[src/rtl/pktend_pkg.sv]
package pktend_pkg;
    typedef enum logic [1:0] {
        ST_QUIET  = 2'd0,
        ST_TIMING = 2'd1,
        ST_FIRE   = 2'd2
    } pe_state_t;
endpackage

[src/rtl/pktend_qual.sv]
// Decodes per-cycle conditions from the bridge-side inputs.
module pktend_qual #(
    parameter int TW    = 15,
    parameter int SEL_W = 2,
    parameter logic [SEL_W-1:0] RX_SEL = '1
) (
    input  logic [TW-1:0]    timeout_cycles,
    input  logic             txq_empty,
    input  logic             ep_empty,
    input  logic [SEL_W-1:0] ep_sel,
    input  logic             wr_strobe,
    output logic             rx_sel,
    output logic             data_wr,
    output logic             idle_ok,
    output logic             fire_ok
);
    always_comb begin
        rx_sel  = (ep_sel == RX_SEL);
        data_wr = wr_strobe && !rx_sel;
        idle_ok = txq_empty && !ep_empty && !rx_sel && !wr_strobe
                  && (timeout_cycles != '0);
        fire_ok = !wr_strobe && !rx_sel;
    end
endmodule

[src/rtl/pktend_idle_cnt.sv]
// Counts consecutive idle cycles; any non-counting cycle clears it.
module pktend_idle_cnt #(
    parameter int TW = 15
) (
    input  logic          clk,
    input  logic          rst_n,
    input  logic          inc,
    input  logic [TW-1:0] limit,
    output logic          expired
);
    logic [TW-1:0] cnt_q;
    logic [TW:0]   cnt_nxt;

    always_comb begin
        cnt_nxt = {1'b0, cnt_q} + 1'b1;
        expired = inc && (limit != '0) && (cnt_nxt >= {1'b0, limit});
    end

    always_ff @(posedge clk) begin
        if (!rst_n)
            cnt_q <= '0;
        else if (!inc || expired)
            cnt_q <= '0;
        else
            cnt_q <= cnt_nxt[TW-1:0];
    end
endmodule

[src/rtl/pktend_fsm.sv]
// QUIET -> TIMING -> FIRE sequencing and pulse output.
module pktend_fsm
    import pktend_pkg::*;
(
    input  logic clk,
    input  logic rst_n,
    input  logic data_wr,
    input  logic idle_ok,
    input  logic fire_ok,
    input  logic expired,
    output logic count_en,
    output logic pkt_end
);
    pe_state_t state_q, state_d;

    always_ff @(posedge clk) begin
        if (!rst_n)
            state_q <= ST_QUIET;
        else
            state_q <= state_d;
    end

    always_comb begin
        state_d = state_q;
        unique case (state_q)
            ST_QUIET:  if (data_wr) state_d = ST_TIMING;
            ST_TIMING: if (expired) state_d = ST_FIRE;
            ST_FIRE:   state_d = fire_ok ? ST_QUIET : ST_TIMING;
            default:   state_d = ST_QUIET;
        endcase
    end

    always_comb begin
        count_en = (state_q == ST_TIMING) && idle_ok;
        pkt_end  = (state_q == ST_FIRE) && fire_ok;
    end
endmodule

[src/rtl/pktend_timer.sv]
module pktend_timer #(
    parameter int TW    = 15,
    parameter int SEL_W = 2,
    parameter logic [SEL_W-1:0] RX_SEL = '1
) (
    input  logic             clk,
    input  logic             rst_n,
    input  logic [TW-1:0]    timeout_cycles,
    input  logic             txq_empty,
    input  logic             ep_empty,
    input  logic [SEL_W-1:0] ep_sel,
    input  logic             wr_strobe,
    output logic             pkt_end
);
    logic rx_sel, data_wr, idle_ok, fire_ok, expired, count_en;

    pktend_qual #(.TW(TW), .SEL_W(SEL_W), .RX_SEL(RX_SEL)) u_qual (
        .timeout_cycles(timeout_cycles),
        .txq_empty     (txq_empty),
        .ep_empty      (ep_empty),
        .ep_sel        (ep_sel),
        .wr_strobe     (wr_strobe),
        .rx_sel        (rx_sel),
        .data_wr       (data_wr),
        .idle_ok       (idle_ok),
        .fire_ok       (fire_ok)
    );

    pktend_idle_cnt #(.TW(TW)) u_cnt (
        .clk    (clk),
        .rst_n  (rst_n),
        .inc    (count_en),
        .limit  (timeout_cycles),
        .expired(expired)
    );

    pktend_fsm u_fsm (
        .clk     (clk),
        .rst_n   (rst_n),
        .data_wr (data_wr),
        .idle_ok (idle_ok),
        .fire_ok (fire_ok),
        .expired (expired),
        .count_en(count_en),
        .pkt_end (pkt_end)
    );
endmodule

[config.mk]
export PLATFORM = sky130hd
export DESIGN_NAME = pktend_timer
export DESIGN_NICKNAME = d
export VERILOG_FILES = /design/src/rtl/pktend_pkg.sv /design/src/rtl/pktend_qual.sv /design/src/rtl/pktend_idle_cnt.sv /design/src/rtl/pktend_fsm.sv /design/src/rtl/pktend_timer.sv
export SDC_FILE = /design/constraint.sdc
export NUM_CORES = 1
export LEC_CHECK = 0
export BUFFER_PORTS_ARGS = -buffer_cell sky130_fd_sc_hd__buf_2
export CELL_PAD_IN_SITES_DETAIL_PLACEMENT = 1
export CELL_PAD_IN_SITES_GLOBAL_PLACEMENT = 1
export CORE_UTILIZATION = 43
export CTS_BUF_LIST = sky130_fd_sc_hd__clkbuf_16
export DETAILED_ROUTE_END_ITERATION = 16
export PLACE_DENSITY_LB_ADDON = 0.1
export REMOVE_ABC_BUFFERS = 1
export SLEW_MARGIN = 20
export SYNTH_ARGS = -nofsm -noshare
export SYNTH_HDL_FRONTEND = slang
export SYNTH_SLANG_ARGS = --single-unit
[constraint.sdc]
create_clock -name clk -period 8 [get_ports clk]
set_clock_uncertainty 0.2 [all_clocks]
set_input_delay 1.2 -clock clk [delete_from_list [all_inputs] [get_ports clk]]
set_output_delay 1.2 -clock clk [all_outputs]
set_load 0.01 [all_outputs]
# Word level (Yosys, flattened, before mapping)
# Cells that the tools add are included.
dict set report word_totals {
  inputBits 22
  ff_bits 17
  elab_cells 33
  out_inout_bits 1
}
dict set report classes {
  muxes 4
  addsub 1
  n_lt_le_gt_ge 1
  bitwise_logic 1
  n_reduce_logical 19
  n_eq_ne 5
}
# op count
set ops {}
lappend ops {{adder 15 x 1 -> 16 bit (second input constant)} 1}
lappend ops {{greater-or-equal comparator 16 x 15 -> 1 bit} 1}
lappend ops {{nonzero test 15 bit} 1}
lappend ops {{logical AND 1 bit} 10}
lappend ops {{case mux 2 bit (3 select lines)} 1}
lappend ops {{== test 2 bit (second input constant)} 2}
lappend ops {{zero test 1 bit} 4}
lappend ops {{two-way mux 2 bit} 2}
lappend ops {{!= test 2 bit (second input constant)} 2}
lappend ops {{== test 2 x 1 -> 1 bit (second input constant)} 1}
lappend ops {{zero test 2 bit} 1}
lappend ops {{AND reduction 2 bit} 1}
lappend ops {{OR reduction 2 bit} 1}
lappend ops {{logical OR 1 bit} 1}
lappend ops {{two-way mux 1 bit} 1}
lappend ops {{inverter 1 bit} 1}

# Depth between registers and ports, before layout
dict set report depth {
  word_depth 10
  ltp_mapped 11
  mapped_depth_nobuf 10
}

# Hierarchy
# From an unflattened synthesis, not the netlist that was laid out.
dict set report hier_totals {
  hier_cells 162
  area_unflattened_um2 1290.0
}
# module instances area_per_inst_um2 cells_each
set by_module_without_submodules {}
lappend by_module_without_submodules {pktend_idle_cnt 1 1116.1 142}
lappend by_module_without_submodules {pktend_fsm 1 96.3 11}
lappend by_module_without_submodules {pktend_qual 1 77.6 9}

# Worst setup path before layout
# OpenSTA, ideal clock, no wires.
dict set report synth_path {
  path_type {input to register}
  from {input port timeout_cycles[13]}
  to {register u_cnt.cnt_q[7]}
  t_required_ns 7.686
  setup_slack_ns 4.984
  t_arrival_ns 2.703
  path_stages 8
  setup_ns 0.114
  path_cell_list {inv_1 -> ha_1 -> nand3_1 -> or4_1 -> o31a_1 -> nand4b_2 -> buf_4 -> nor2b_1}
}
dict set report synth_via {
  elab_chain_cells 7
}
# element line
set synth_lines {}
lappend synth_lines {{from (decl)} pktend_timer.sv:8} ;# input logic [TW-1:0] timeout_cycles,
lappend synth_lines {{parallel branches: the longest is 5 deep, another holds greater-or-equal comparator 16 x 15 -> 1 bit} --}
lappend synth_lines {{logical OR 1 bit (*)} pktend_idle_cnt.sv:22} ;# else if (!inc || expired)
lappend synth_lines {{OR reduction 2 bit (no line) (*)} --}
lappend synth_lines {{to (signal assigned)} pktend_idle_cnt.sv:25} ;# cnt_q <= cnt_nxt[TW-1:0];
lappend synth_lines {{to (decl)} pktend_idle_cnt.sv:11} ;# logic [TW-1:0] cnt_q;
# Every way passes the cells marked *.
# A chain may end at the register's enable or synchronous reset.

# Worst setup path after layout
dict set report layout_path {
  from {register u_cnt.cnt_q[0]}
  to {register u_cnt.cnt_q[3]}
}
dict set report layout_via {
  elab_chain_cells 5
}
# element line
set layout_lines {}
lappend layout_lines {{adder 15 x 1 -> 16 bit} pktend_idle_cnt.sv:15} ;# cnt_nxt = {1'b0, cnt_q} + 1'b1;
lappend layout_lines {{named net u_cnt.cnt_nxt[14]} pktend_idle_cnt.sv:12} ;# logic [TW:0] cnt_nxt;
lappend layout_lines {{greater-or-equal comparator 16 x 15 -> 1 bit} pktend_idle_cnt.sv:16} ;# expired = inc && (limit != '0) && (cnt_nxt >= {1'b0, limit});
lappend layout_lines {{logical AND 1 bit} pktend_idle_cnt.sv:16}
lappend layout_lines {{logical OR 1 bit} pktend_idle_cnt.sv:22}
lappend layout_lines {{OR reduction 2 bit (no line)} --}
# The timed path passes the listed nets, and every way through them passes these cells.

==> impl_metrics.csv <==
group,metric,value,unit
clock_network,root_buffer,"clkbuf_16",
clock_network,ctsHoldBuffers,0,
grt,grtUsageMet1,28.5,%
drt,vias_per_cell,5.68,
die,io_pins,23,
grt,grt.total_usage,24.3,%
sta,fin_crit_sh,41.4,%
sta,min_period,3.31,ns
drt,ant_nets,0,
die,die_area,2980,sq um
place,dp_hpwl,2.55,mm
setup_path,cp.arrival,3.24,ns
clock_network,cts_tree,"done",
grt,busiest_layer,"met2",
pwr,ir_drop,0.0941,mV
final_layout,area_growth,18.5,%
place,routabilityCongestion,0.764,
drt,avgRoutedWirePerCell,15.9,um
synthesis,ys_top_cells_by_area,"dfxtp_1 (29%), ha_1 (17%), xnor2_1 (7.4%)",
worst_hold_path,hp-class,"flip-flop to flip-flop",
clock_network,cts_made_buffers,3,
place,place_ws,4.68,ns
clock_network,cts.repair.resized,0,
synthesis,synthArstFlopShare,0,%
sta,setup_viol,0,
drt,drt-pass1-iter-count,4,
sta,timing.final.ws_setup,4.69,ns
sta,finalSetupTns,0,ns
run_status,status,"complete, no violations",
setup_path,required,7.93,ns
grt,grt_pass1_wl,5.01,mm
final_layout,final_common_cell,"buf_2",
synthesis,yosysWarnings,0,
die,num_rows,18,
grt,grtUsageMet2,42.9,%
sta,max_clock_freq,302,MHz
final_layout,diodes,0,
clock_network,h-tree-depth,1,
setup_path,setup.worst_path.class,"flip-flop to flip-flop",
synthesis,avgSynthCellArea,8.55,sq um
final_layout,layout_common_cells,"buf_2 (22), dfxtp_1 (17), ha_1 (16), inv_1 (15), nor2b_1 (13)",
clock_network,clk_latency,0.25,ns
flow_run,cap_violations,0,
final_layout,fill_cells,312,
die,chipHeight,54.6,um
place,port_buffers,22,
die,core,2540,sq um
setup_path,critPathLaunchType,"flip-flop",
synthesis,synth_cells,139,
drt,drc,0,
clock_network,clk_path_buf_depth,2,
synthesis,synth_cell_types,32,
clock_network,post_cts_buffers,0,
pwr,p_per_area,146,nW/um^2
final_layout,nets,203,
synthesis,ys_ff_latch,17,
sta,relSlewSlack,71.4,%
setup_path,cp-end-kind,"flip-flop",
clock_network,cts.sinks,17,
sta,worst_slew_pin_slew,0.418,ns
synthesis,synthFlopType,"dfxtp_1",
synthesis,synth_top_area_share,28.6,%
synthesis,synth_edf_count,0,
drt,drt-total-wl,3.09,mm
die,start_util,46.7,%
drt,vias,1101,
drt,drtIter0Drc,13,
setup_path,ff2ff_setup_slack,4.69,ns
sta,hold_viol,0,
grt,gr-total-overflow,0,
grt,antenna_found_initial,0,
final_layout,drive_gt1_share,16.5,%
grt,grt_pass1_vias,1176,
grt,grt_max_degree,14,
synthesis,netlist_area,1190,sq um
die,die_width,54.6,um
grt,grt_util_met3,3.89,%
synthesis,synth.largest_area_cell,"dfxtp_1",
synthesis,yosysSeqAreaShare,28.6,%
pwr,total_leakage_power,0.000666,uW
sta,drv_slew,0,
sta,rsz0062_at_grt,"no",
setup_path,path_max_fanout,13,
clock_network,cts.clk_slew.worst_paths,0.05,ns
## worst paths after layout
kind                            cells past startpoint      startpoint              to
worst max-delay path                               10  u_cnt.cnt_q[0]  u_cnt.cnt_q[3]
worst min-delay path                                1  u_cnt.cnt_q[0]  u_cnt.cnt_q[0]
worst max register to register                     10  u_cnt.cnt_q[0]  u_cnt.cnt_q[3]
worst min register to register                      1  u_cnt.cnt_q[0]  u_cnt.cnt_q[0]
## through the flow
stage          instance area, sq um  util (%)  std cells  power (uW)  hold WS, ns
2_1_floorplan                  1180         -        138        95.5        0.256
3_3_place_gp                   1330      52.2        190         103        0.305
6_report                       1410      55.4        194         205        0.312
3_5_place_dp                   1330      52.2        190         105        0.312
4_1_cts                        1410      55.4        194         207        0.326
5_1_grt                        1410      55.4        194         213        0.342
## final cells by class
class | count | area, sq um | share of cell area (%)
inverter | 15 | 56.3 | 4.00
multi-input combinational | 106 | 785 | 55.7
sequential | 17 | 340 | 24.2
timing repair buffer | 22 | 110 | 7.82
clock buffer | 3 | 75.1 | 5.33
tap | 30 | 37.5 | 2.66
clock inverter | 1 | 5.00 | 0.355
## layer usage
| metal | share of wire (%) | vias up | wire length (um) |
|---|---|---|---|
| met4 | 1.6 | 0 | 49 |
| li1 | - | 549 | - |
| met5 | 0 | - | 0 |
| met3 | 2.9 | 7 | 90 |
| met1 | 46 | 522 | 1410 |
| met2 | 50 | 23 | 1540 |
## cell usage after synthesis, drive strengths merged, types with 2 or more instances
master  number
a21oi        6
and3         4
and4         3
dfxtp       17
ha          16
inv         15
nand2        8
nand2b       2
nand3        7
nand4        7
nor2         5
nor2b       13
nor3         2
nor4         3
o21a         2
or4          2
xnor2       10
xor2         3
## registers in the layout, indices dropped and copies added, names as in the netlist
| name | cells |
|---|---|
| u_cnt.cnt_q | 15 |
| u_fsm.state_q | 2 |
## worst max-delay path, cell delays in order (launching register included)
cell	delay [ns]
dfxtp_1	0.44
ha_1	0.27
and3_1	0.29
nand4_1	0.15
xnor2_1	0.17
ha_1	0.31
nand3_1	0.11
or4_1	0.57
o31a_1	0.31
nand4b_2	0.26
nor2b_1	0.09
## logic make-up (layout without fill, tap and decap cells)
logic type / after synthesis / count (layout) / share of synthesized area, %
buffers and inverters: 16 / 41 / 5.37
AND/OR/NAND/NOR: 61 / 61 / 30.6
flip-flops: 17 / 17 / 28.6
XOR/XNOR: 13 / 13 / 9.58
AO/OA/AOI/OAI: 15 / 15 / 8.11
multiplexers: 1 / 1 / 0.842
adder cells (fa/ha/maj): 16 / 16 / 16.8
## power breakdown
| group | internal, uW | total [uW] | switching [uW] |
|---|---|---|---|
| logic | 8.29 | 17.1 | 8.81 |
| clock network | 67.0 | 102 | 35.1 |
| registers | 85.3 | 85.9 | 0.570 |
No activity file was read; power rests on OpenSTA's default activity.
